[src/rtl/mbox_pkg.sv]
package mbox_pkg;

    // register window byte offsets
    localparam logic [7:0] OFS_CAP  = 8'h04;
    localparam logic [7:0] OFS_CTRL = 8'h08;
    localparam logic [7:0] OFS_STAT = 8'h0C;
    localparam logic [7:0] OFS_WMB  = 8'h10;
    localparam logic [7:0] OFS_RMB  = 8'h14;

    // control bit positions
    localparam int CTL_ABORT = 0;
    localparam int CTL_IEN   = 1;
    localparam int CTL_GO    = 31;

    // status bit positions
    localparam int STS_BUSY = 0;
    localparam int STS_INT  = 1;
    localparam int STS_ERR  = 2;
    localparam int STS_RDY  = 31;

    typedef enum logic [1:0] {
        ST_IDLE  = 2'd0,
        ST_BUSY  = 2'd1,
        ST_READY = 2'd2
    } xchg_state_t;

    // decoded host write strobes
    typedef struct packed {
        logic ctrl;
        logic stat;
        logic wmb;
        logic rmb;
    } host_wr_t;

endpackage

[src/rtl/mbox_buf.sv]
module mbox_buf #(
    parameter int DEPTH = 64,
    parameter int WIDTH = 32,
    localparam int AW = $clog2(DEPTH)
) (
    input  logic             clk,
    input  logic             we,
    input  logic [AW-1:0]    waddr,
    input  logic [WIDTH-1:0] wdata,
    input  logic [AW-1:0]    raddr,
    output logic [WIDTH-1:0] rdata
);

    logic [WIDTH-1:0] mem [DEPTH];

    always_ff @(posedge clk) begin
        if (we) begin
            mem[waddr] <= wdata;
        end
    end

    assign rdata = mem[raddr];

endmodule

[src/rtl/mbox_irq.sv]
module mbox_irq #(
    parameter int INTR_SUPP = 1
) (
    input  logic clk,
    input  logic rst_n,
    input  logic ien,
    input  logic raise,
    input  logic clear,
    output logic intr_sts,
    output logic irq_pulse
);

    generate
        if (INTR_SUPP != 0) begin : g_irq
            logic fire;

            always_comb begin
                fire = raise && ien && !intr_sts;
            end

            always_ff @(posedge clk) begin
                if (!rst_n) begin
                    intr_sts  <= 1'b0;
                    irq_pulse <= 1'b0;
                end else begin
                    irq_pulse <= fire;
                    if (fire) begin
                        intr_sts <= 1'b1;
                    end else if (clear) begin
                        intr_sts <= 1'b0;
                    end
                end
            end
        end else begin : g_noirq
            logic unused_in;

            assign unused_in = &{1'b0, ien, raise, clear, clk, rst_n};
            assign intr_sts  = 1'b0;
            assign irq_pulse = 1'b0;
        end
    endgenerate

endmodule

[src/rtl/mbox_seq.sv]
module mbox_seq
    import mbox_pkg::*;
#(
    parameter int DEPTH = 64,
    localparam int IDX_W = $clog2(DEPTH),
    localparam int CNT_W = $clog2(DEPTH + 1),
    localparam int PTR_W = CNT_W + 1
) (
    input  logic             clk,
    input  logic             rst_n,
    input  host_wr_t         hw,
    input  logic             abort_bit,
    input  logic             go_bit,
    input  logic             ien_bit,
    input  logic             rsp_done,
    input  logic             rsp_accept,
    input  logic [CNT_W-1:0] rsp_len,
    output xchg_state_t      state,
    output logic             err,
    output logic             ien,
    output logic             start_pulse,
    output logic             ready_set,
    output logic             err_set,
    output logic [CNT_W-1:0] wr_len,
    output logic [CNT_W-1:0] resp_len_q,
    output logic [PTR_W-1:0] rd_idx,
    output logic             req_we,
    output logic [IDX_W-1:0] req_waddr
);

    xchg_state_t      nxt;
    logic             abort_req;
    logic             go_req;
    logic             adv;
    logic             drained;
    logic             overrun;
    logic             done_ok;
    logic             done_bad;
    logic             flush;
    logic [PTR_W-1:0] rd_next;
    logic [PTR_W-1:0] lim;
    logic [CNT_W-1:0] len_clamped;

    // event decode
    always_comb begin
        abort_req   = hw.ctrl && abort_bit;
        go_req      = hw.ctrl && !abort_bit && go_bit;
        adv         = hw.rmb && !err && (state != ST_BUSY);
        rd_next     = rd_idx + 1'b1;
        lim         = (state == ST_READY) ? PTR_W'(resp_len_q) : '0;
        drained     = adv && (state == ST_READY) && (rd_next == lim);
        overrun     = adv && (rd_next > lim);
        done_ok     = (state == ST_BUSY) && rsp_done && rsp_accept && !abort_req;
        done_bad    = (state == ST_BUSY) && rsp_done && !rsp_accept && !abort_req;
        flush       = abort_req || drained || done_bad;
        req_we      = hw.wmb && (state != ST_BUSY) && (wr_len < CNT_W'(DEPTH));
        req_waddr   = wr_len[IDX_W-1:0];
        len_clamped = (rsp_len > CNT_W'(DEPTH)) ? CNT_W'(DEPTH) : rsp_len;
        ready_set   = done_ok;
        err_set     = overrun;
    end

    // next state
    always_comb begin
        nxt = state;
        unique case (state)
            ST_IDLE: begin
                if (go_req && !err) begin
                    nxt = ST_BUSY;
                end
            end
            ST_BUSY: begin
                if (done_ok) begin
                    nxt = ST_READY;
                end else if (done_bad) begin
                    nxt = ST_IDLE;
                end
            end
            ST_READY: begin
                if (drained) begin
                    nxt = ST_IDLE;
                end
            end
            default: nxt = ST_IDLE;
        endcase
        if (abort_req) begin
            nxt = ST_IDLE;
        end
    end

    // state register
    always_ff @(posedge clk) begin
        if (!rst_n) begin
            state <= ST_IDLE;
        end else begin
            state <= nxt;
        end
    end

    // outputs and pointers
    always_ff @(posedge clk) begin
        if (!rst_n) begin
            err         <= 1'b0;
            ien         <= 1'b0;
            start_pulse <= 1'b0;
            wr_len      <= '0;
            rd_idx      <= '0;
            resp_len_q  <= '0;
        end else begin
            start_pulse <= (state == ST_IDLE) && (nxt == ST_BUSY);

            if (abort_req) begin
                err <= 1'b0;
            end else if (overrun) begin
                err <= 1'b1;
            end

            if (hw.ctrl && !abort_bit) begin
                ien <= ien_bit;
            end

            if (flush) begin
                wr_len <= '0;
            end else if (req_we) begin
                wr_len <= wr_len + 1'b1;
            end

            if (flush) begin
                rd_idx <= '0;
            end else if (adv && !overrun) begin
                rd_idx <= rd_next;
            end

            if (flush) begin
                resp_len_q <= '0;
            end else if (done_ok) begin
                resp_len_q <= len_clamped;
            end
        end
    end

endmodule

[src/rtl/mbox_xchg_ctrl.sv]
module mbox_xchg_ctrl
    import mbox_pkg::*;
#(
    parameter int          DEPTH     = 64,
    parameter int          INTR_SUPP = 1,
    parameter logic [10:0] INTR_MSG  = 11'h2A5,
    localparam int IDX_W = $clog2(DEPTH),
    localparam int CNT_W = $clog2(DEPTH + 1),
    localparam int PTR_W = CNT_W + 1
) (
    input  logic             clk,
    input  logic             rst_n,
    input  logic             reg_wr_en,
    input  logic [7:0]       reg_addr,
    input  logic [31:0]      reg_wdata,
    output logic [31:0]      reg_rdata,
    output logic             rsp_start,
    output logic [CNT_W-1:0] req_len,
    input  logic [IDX_W-1:0] req_rd_addr,
    output logic [31:0]      req_rd_data,
    input  logic             resp_wr_en,
    input  logic [IDX_W-1:0] resp_wr_addr,
    input  logic [31:0]      resp_wr_data,
    input  logic             rsp_done,
    input  logic             rsp_accept,
    input  logic [CNT_W-1:0] rsp_len,
    output logic             irq_pulse
);

    host_wr_t         hw;
    xchg_state_t      state;
    logic             st_ready;
    logic             st_busy;
    logic             st_err;
    logic             ien;
    logic             intr_sts;
    logic             abort_wr;
    logic             start_pulse;
    logic             ready_set;
    logic             err_set;
    logic [CNT_W-1:0] wr_len;
    logic [CNT_W-1:0] resp_len_q;
    logic [PTR_W-1:0] rd_idx;
    logic             req_we;
    logic [IDX_W-1:0] req_waddr;
    logic             resp_we;
    logic [31:0]      resp_rdata;

    // address decode
    always_comb begin
        hw.ctrl  = reg_wr_en && (reg_addr == OFS_CTRL);
        hw.stat  = reg_wr_en && (reg_addr == OFS_STAT);
        hw.wmb   = reg_wr_en && (reg_addr == OFS_WMB);
        hw.rmb   = reg_wr_en && (reg_addr == OFS_RMB);
        abort_wr = hw.ctrl && reg_wdata[CTL_ABORT];
    end

    mbox_seq #(.DEPTH(DEPTH)) u_seq (
        .clk        (clk),
        .rst_n      (rst_n),
        .hw         (hw),
        .abort_bit  (reg_wdata[CTL_ABORT]),
        .go_bit     (reg_wdata[CTL_GO]),
        .ien_bit    (reg_wdata[CTL_IEN]),
        .rsp_done   (rsp_done),
        .rsp_accept (rsp_accept),
        .rsp_len    (rsp_len),
        .state      (state),
        .err        (st_err),
        .ien        (ien),
        .start_pulse(start_pulse),
        .ready_set  (ready_set),
        .err_set    (err_set),
        .wr_len     (wr_len),
        .resp_len_q (resp_len_q),
        .rd_idx     (rd_idx),
        .req_we     (req_we),
        .req_waddr  (req_waddr)
    );

    mbox_irq #(.INTR_SUPP(INTR_SUPP)) u_irq (
        .clk      (clk),
        .rst_n    (rst_n),
        .ien      (ien),
        .raise    (ready_set || err_set),
        .clear    (hw.stat && reg_wdata[STS_INT]),
        .intr_sts (intr_sts),
        .irq_pulse(irq_pulse)
    );

    // request buffer: host writes, responder reads
    mbox_buf #(.DEPTH(DEPTH), .WIDTH(32)) u_req_buf (
        .clk  (clk),
        .we   (req_we),
        .waddr(req_waddr),
        .wdata(reg_wdata),
        .raddr(req_rd_addr),
        .rdata(req_rd_data)
    );

    // response buffer: responder writes while busy, host reads
    assign resp_we = resp_wr_en && st_busy;

    mbox_buf #(.DEPTH(DEPTH), .WIDTH(32)) u_resp_buf (
        .clk  (clk),
        .we   (resp_we),
        .waddr(resp_wr_addr),
        .wdata(resp_wr_data),
        .raddr(rd_idx[IDX_W-1:0]),
        .rdata(resp_rdata)
    );

    assign st_ready  = (state == ST_READY);
    assign st_busy   = (state == ST_BUSY);
    assign rsp_start = start_pulse;
    assign req_len   = wr_len;

    // register read mux
    always_comb begin
        reg_rdata = '0;
        case (reg_addr)
            OFS_CAP: begin
                reg_rdata[0]    = (INTR_SUPP != 0);
                reg_rdata[11:1] = INTR_MSG;
            end
            OFS_CTRL: begin
                reg_rdata[CTL_IEN] = ien;
            end
            OFS_STAT: begin
                reg_rdata[STS_BUSY] = st_busy;
                reg_rdata[STS_INT]  = intr_sts;
                reg_rdata[STS_ERR]  = st_err;
                reg_rdata[STS_RDY]  = st_ready;
            end
            OFS_RMB: begin
                if (st_ready && !st_err) begin
                    reg_rdata = resp_rdata;
                end
            end
            default: reg_rdata = '0;
        endcase
    end

    // resp_len_q feeds the sequencer compare; keep it visible for the checker
    logic unused_len;
    assign unused_len = ^resp_len_q;

endmodule

[config.mk]
export PLATFORM = sky130hd
export DESIGN_NAME = mbox_xchg_ctrl
export DESIGN_NICKNAME = d
export VERILOG_FILES = /design/src/rtl/mbox_pkg.sv /design/src/rtl/mbox_buf.sv /design/src/rtl/mbox_irq.sv /design/src/rtl/mbox_seq.sv /design/src/rtl/mbox_xchg_ctrl.sv
export SDC_FILE = /design/constraint.sdc
export NUM_CORES = 2
export LEC_CHECK = 0
export CAP_MARGIN = 20
export CORE_MARGIN = 2
export CORE_UTILIZATION = 51
export CTS_BUF_LIST = sky130_fd_sc_hd__clkbuf_8
export CTS_CLUSTER_DIAMETER = 30
export DETAILED_ROUTE_END_ITERATION = 16
export PLACE_DENSITY = 0.69
export SLEW_MARGIN = 20
export SYNTH_ARGS = -nofsm -noshare
export SYNTH_HDL_FRONTEND = slang
export SYNTH_SLANG_ARGS = --single-unit
[constraint.sdc]
create_clock -name clk -period 8.26 [get_ports clk]
set_clock_uncertainty 0.1 [all_clocks]
set_input_delay 2.065 -clock clk [delete_from_list [all_inputs] [get_ports clk]]
set_output_delay 2.065 -clock clk [all_outputs]
set_load 0.1 [all_outputs]
==> results.txt <==
- The via count of the first global-routing pass was 77.4k.
- Yosys mapped a number of flops with a built-in enable equal to 4096.
* Final weighted congestion in routability-driven placement: 0.804
* Largest net degree at the start of global routing: 96
- Tmin final: 7790 ps
- Placement-stage cell area: 166000 sq um
- Dividing the detail-routed wire length by the instance count gives around 32 um.
- Critical Path Max Stage Delay: 550 ps
- Post-route cell area: 182000 sq um
* Hold buffers post-CTS: 0
* Most frequently used flop master after synthesis: edfxtp_1
- Die extent in y: roughly 560 um
- Dividing total power by cell area gives a power density of 240 nW/um^2.
- YS warnings: 0
- Maximum resistive drop on vdd: roughly 0.00023 V
* Critical Path Fanout Max: 13
- The share of total power dissipated in the clock network is 0.442.
- Count of input and output buffers: between 150 and 200
- Post-CTS timing repair inserted 0 buffers for setup.
- The first TritonRoute pass finished after 6 iterations.
- Combinational group share of total power: 0.031
- Slew Limit Headroom: 0.241
- In the routed layout, each cell is associated on average with a via count of ~6.3.
- Floorplan row count: about 200
- At the later pin of the worst-skew pair, clock insertion delay measures roughly 1200 ps.
- The startpoint identified for the worst register-to-register timing path is u_seq.state[0].
* Total clock buffers created by CTS: 732
- Worst setup SP type: primary input
* Switching fraction of total power: 0.214
- CTS sink count: 4131
* Maximum achievable frequency: around 130 MHz
- Among all stages on the critical path, the largest delay is contributed by clkdlybuf4s50_1.
- Path type of the worst setup path: in -> out
- Sequential Area: 124000 sq um
* Count of boundary I/O pins: 170
- Fillers: approximately 21k
- Kind of path behind the tightest hold check: reg -> reg
* Cell internal power dissipation: 0.0343 W
* Area of combinational cells with multiple inputs: ~33000 sq um
* Cell area after technology mapping: 157000 sq um
* Proportion of synthesized chip area in sequential cells: 0.786
* Final design utilization: 0.590
- Largest cells by area after synthesis: edfxtp_1 78%, mux4_2 17%, a22oi_1 0.49%
- For hold timing, the worst endpoint is u_seq.rd_idx[7].
- Once detail routing completed, the nets flagged for antenna violations numbered 0.
- Buffer levels on the longest clock path: 4
* Worst Max-Slew Pin Slew: ~1100 ps
- Die area: between 300000 and 400000 sq um
- Setup Total Neg Slack: 0 ps
- The worst setup path is captured at an output pin.
- Clock root buffer: clkbuf_8
- In this run the mean area of a mapped cell was 24.2 sq um.
* Worst setup slack before clock tree synthesis: 514 ps
- Clock-pin slew reported for the worst setup and hold paths after clock tree synthesis: 60 ps
- The floorplan step set the die width to roughly 560 um.
- Commonest non-fill, non-tap cell in the layout: edfxtp_1
- Global-route total usage across every layer: 0.246
- In this run the standard cell core region covers slightly above 300000 sq um.
- For this block, the routed nets add up to 388 mm of wire.
* Initial antenna violation count: 18
- Counting every net in the synthesized netlist gives around 6.6k.
* Sequential Power Share: 0.527
- Most frequent cells in the layout: 4096 x edfxtp_1, 1220 x mux4_2, 746 x clkbuf_8
* Detailed Route Iter0 Violations: 9817
* Number of nets in the layout: 7427
- For this configuration, the core starts out at a cell density of 0.511.
* CP Buf/Inv Count: 6
- In this run the most critical hold path is launched from u_seq.rd_idx[7].
- Detailed routing inserted a total of 75.6k vias.
* Count of H-tree levels built during CTS: 6
- Arrival time of data at the critical path endpoint: 5630 ps
- Setup ws final: roughly 470 ps
- Worst Hold Depth: 2
* Half-perimeter wire length after placement: 217 mm
- The run finished with clean final reports.
* Unique masters post-synth: 63
* Worst reg-to-reg path cell count: 6
- Final setup viols: 0
- TritonCTS built the clock tree.
- Share of flip-flops with an asynchronous set or reset: 0
- Hold Slack: 364 ps
* WP data required: 6100 ps
- By instance count, the cell type seen most on the critical path is buf_4.
- Max-cap violations in this run came to 0.
- Unrepaired setup endpoints after global routing: false
* # resized after CTS: 0
* Cells traversed along the worst timing path: clkdlybuf4s50_1 -> or3b_2 -> nor4_1 -> buf_4 -> nand2_1 -> buf_4 -> nor2_1 -> buf_4 -> a22oi_1 -> o31ai_1 -> buf_4 -> buf_12
- Among cell families on the critical path, the largest total delay comes from buffers and inverters.
- Total net switching power: 0.00936 W
* Remaining Overflow, GRT: 0
- In this run the critical register-to-register path is captured at u_req_buf.mem[20][14].
- Number of instances in the synthesized netlist: 6493
- Cell taking the most area after synthesis: edfxtp_1
- Worst setup slack for register-to-register paths: between 4000 and 5000 ps
- Of the cells placed in the final design, the portion with a size suffix greater than 1 is 0.358.
- The final number of hold-violating endpoints came to 0.
* Fraction of synthesized cell area taken by the top area cell type: 0.781
- Static Leak: 56.2 nW
- The first global-routing pass estimated roughly 550 mm of wire.
- Share of the cycle needed by the critical path after routing: 0.943
- #FFs+latches synth: ~4.1k
- Final Slew Violations: 0
* Post-route DRC violation count: 0
* Area Growth Syn to Fin: 15.4%
-- flip-flops by register name, indices dropped and copies added, names as in the netlist, named ones only --
register and flops:
u_resp_buf.mem 2048, u_seq.state 2, u_seq.start_pulse 1, u_seq.rd_idx 8, u_irq.intr_sts 1, u_seq.resp_len_q 7
u_req_buf.mem 2048, u_seq.err 1, u_seq.wr_len 7, u_irq.irq_pulse 1, u_seq.ien 1
-- how the worst max path moves through the flow --
stage                            from            end  depth (start not counted)
after floorplan           reg_addr[6]   reg_rdata[0]                          6
after global placement    reg_addr[6]  reg_rdata[29]                         12
after detailed placement  reg_addr[3]  reg_rdata[29]                         12
after CTS                 reg_addr[3]  reg_rdata[29]                         12
after global routing      reg_addr[3]  reg_rdata[29]                         12
final                     reg_addr[3]  reg_rdata[29]                         12
-- cell usage after synthesis, types with 8 or more instances --
| cell type | n |
|---|---|
| buf_1 | 87 |
| o22ai_1 | 28 |
| clkbuf_1 | 172 |
| a22oi_1 | 102 |
| or2_2 | 10 |
| o21ai_0 | 24 |
| buf_2 | 83 |
| mux2_2 | 8 |
| buf_4 | 9 |
| nand2_1 | 95 |
| nand3_1 | 21 |
| edfxtp_1 | 4096 |
| inv_1 | 8 |
| nand3b_1 | 17 |
| ha_1 | 9 |
| nor2_1 | 160 |
| mux4_2 | 1220 |
| dfxtp_1 | 35 |
| nand2b_1 | 12 |
| a21oi_1 | 56 |
| nor2b_1 | 32 |
| nor3_1 | 17 |
| mux2i_1 | 57 |
| and2_1 | 12 |
| o31ai_1 | 8 |
| a211oi_1 | 27 |
-- worst min-delay path: cells and delay by family (launching register included) --
kind               cells  cell delay, ps
AOI/OAI and AO/OA      1              70
DFF                    1             310
and+or+nand+nor        1              40
-- metrics by stage --
step / cells / power, W
floorplan: 6493 / 0.0242
global placement: 10700 / 0.0248
detailed placement: 10700 / 0.0248
CTS: 12000 / 0.0440
global route: 12000 / 0.0450
finish: 12000 / 0.0437
-- cell families after synthesis --
| group | Yosys count | share of synthesized area |
|---|---|---|
| flip-flops | 4131 | 0.786 |
| adder cells (fa/ha/maj) | 9 | 0.000715 |
| AND/OR/NAND/NOR | 416 | 0.0128 |
| multiplexers | 1285 | 0.179 |
| AO/OA/AOI/OAI | 283 | 0.0122 |
| buffers and inverters | 359 | 0.00943 |
| XOR/XNOR | 10 | 0.000556 |
-- cell type report --
class                      instances  share of cell area
clock inverter                   583              0.0263
sequential                      4131               0.681
timing repair buffer             445              0.0248
inverter                           8            0.000165
tap                             4120              0.0284
antenna                            6           0.0000826
multi-input combinational       2003               0.183
clock buffer                     746              0.0565
-- routing by layer --
layer / part of all wire / global-route usage / vias to the layer above
met1: 0.38 / 0.335 / 40700
met3: 0.091 / 0.0505 / 687
met4: 0.028 / 0.0743 / 14
met5: 0.00024 / 0 / -
li1: - / - / 30000
met2: 0.50 / 0.404 / 4134
-- power by group through the flow --
stage / Sequential, W / Clock (W) / Combinational, W
6_report: 0.0230 / 0.0193 / 0.00135
5_1_grt: 0.0230 / 0.0206 / 0.00143
4_1_cts: 0.0230 / 0.0196 / 0.00135
3_5_place_dp: 0.0235 / 0 / 0.00135
3_3_place_gp: 0.0235 / 0 / 0.00131
2_1_floorplan: 0.0235 / 0 / 0.000680
(Power assumes the default switching activity.)
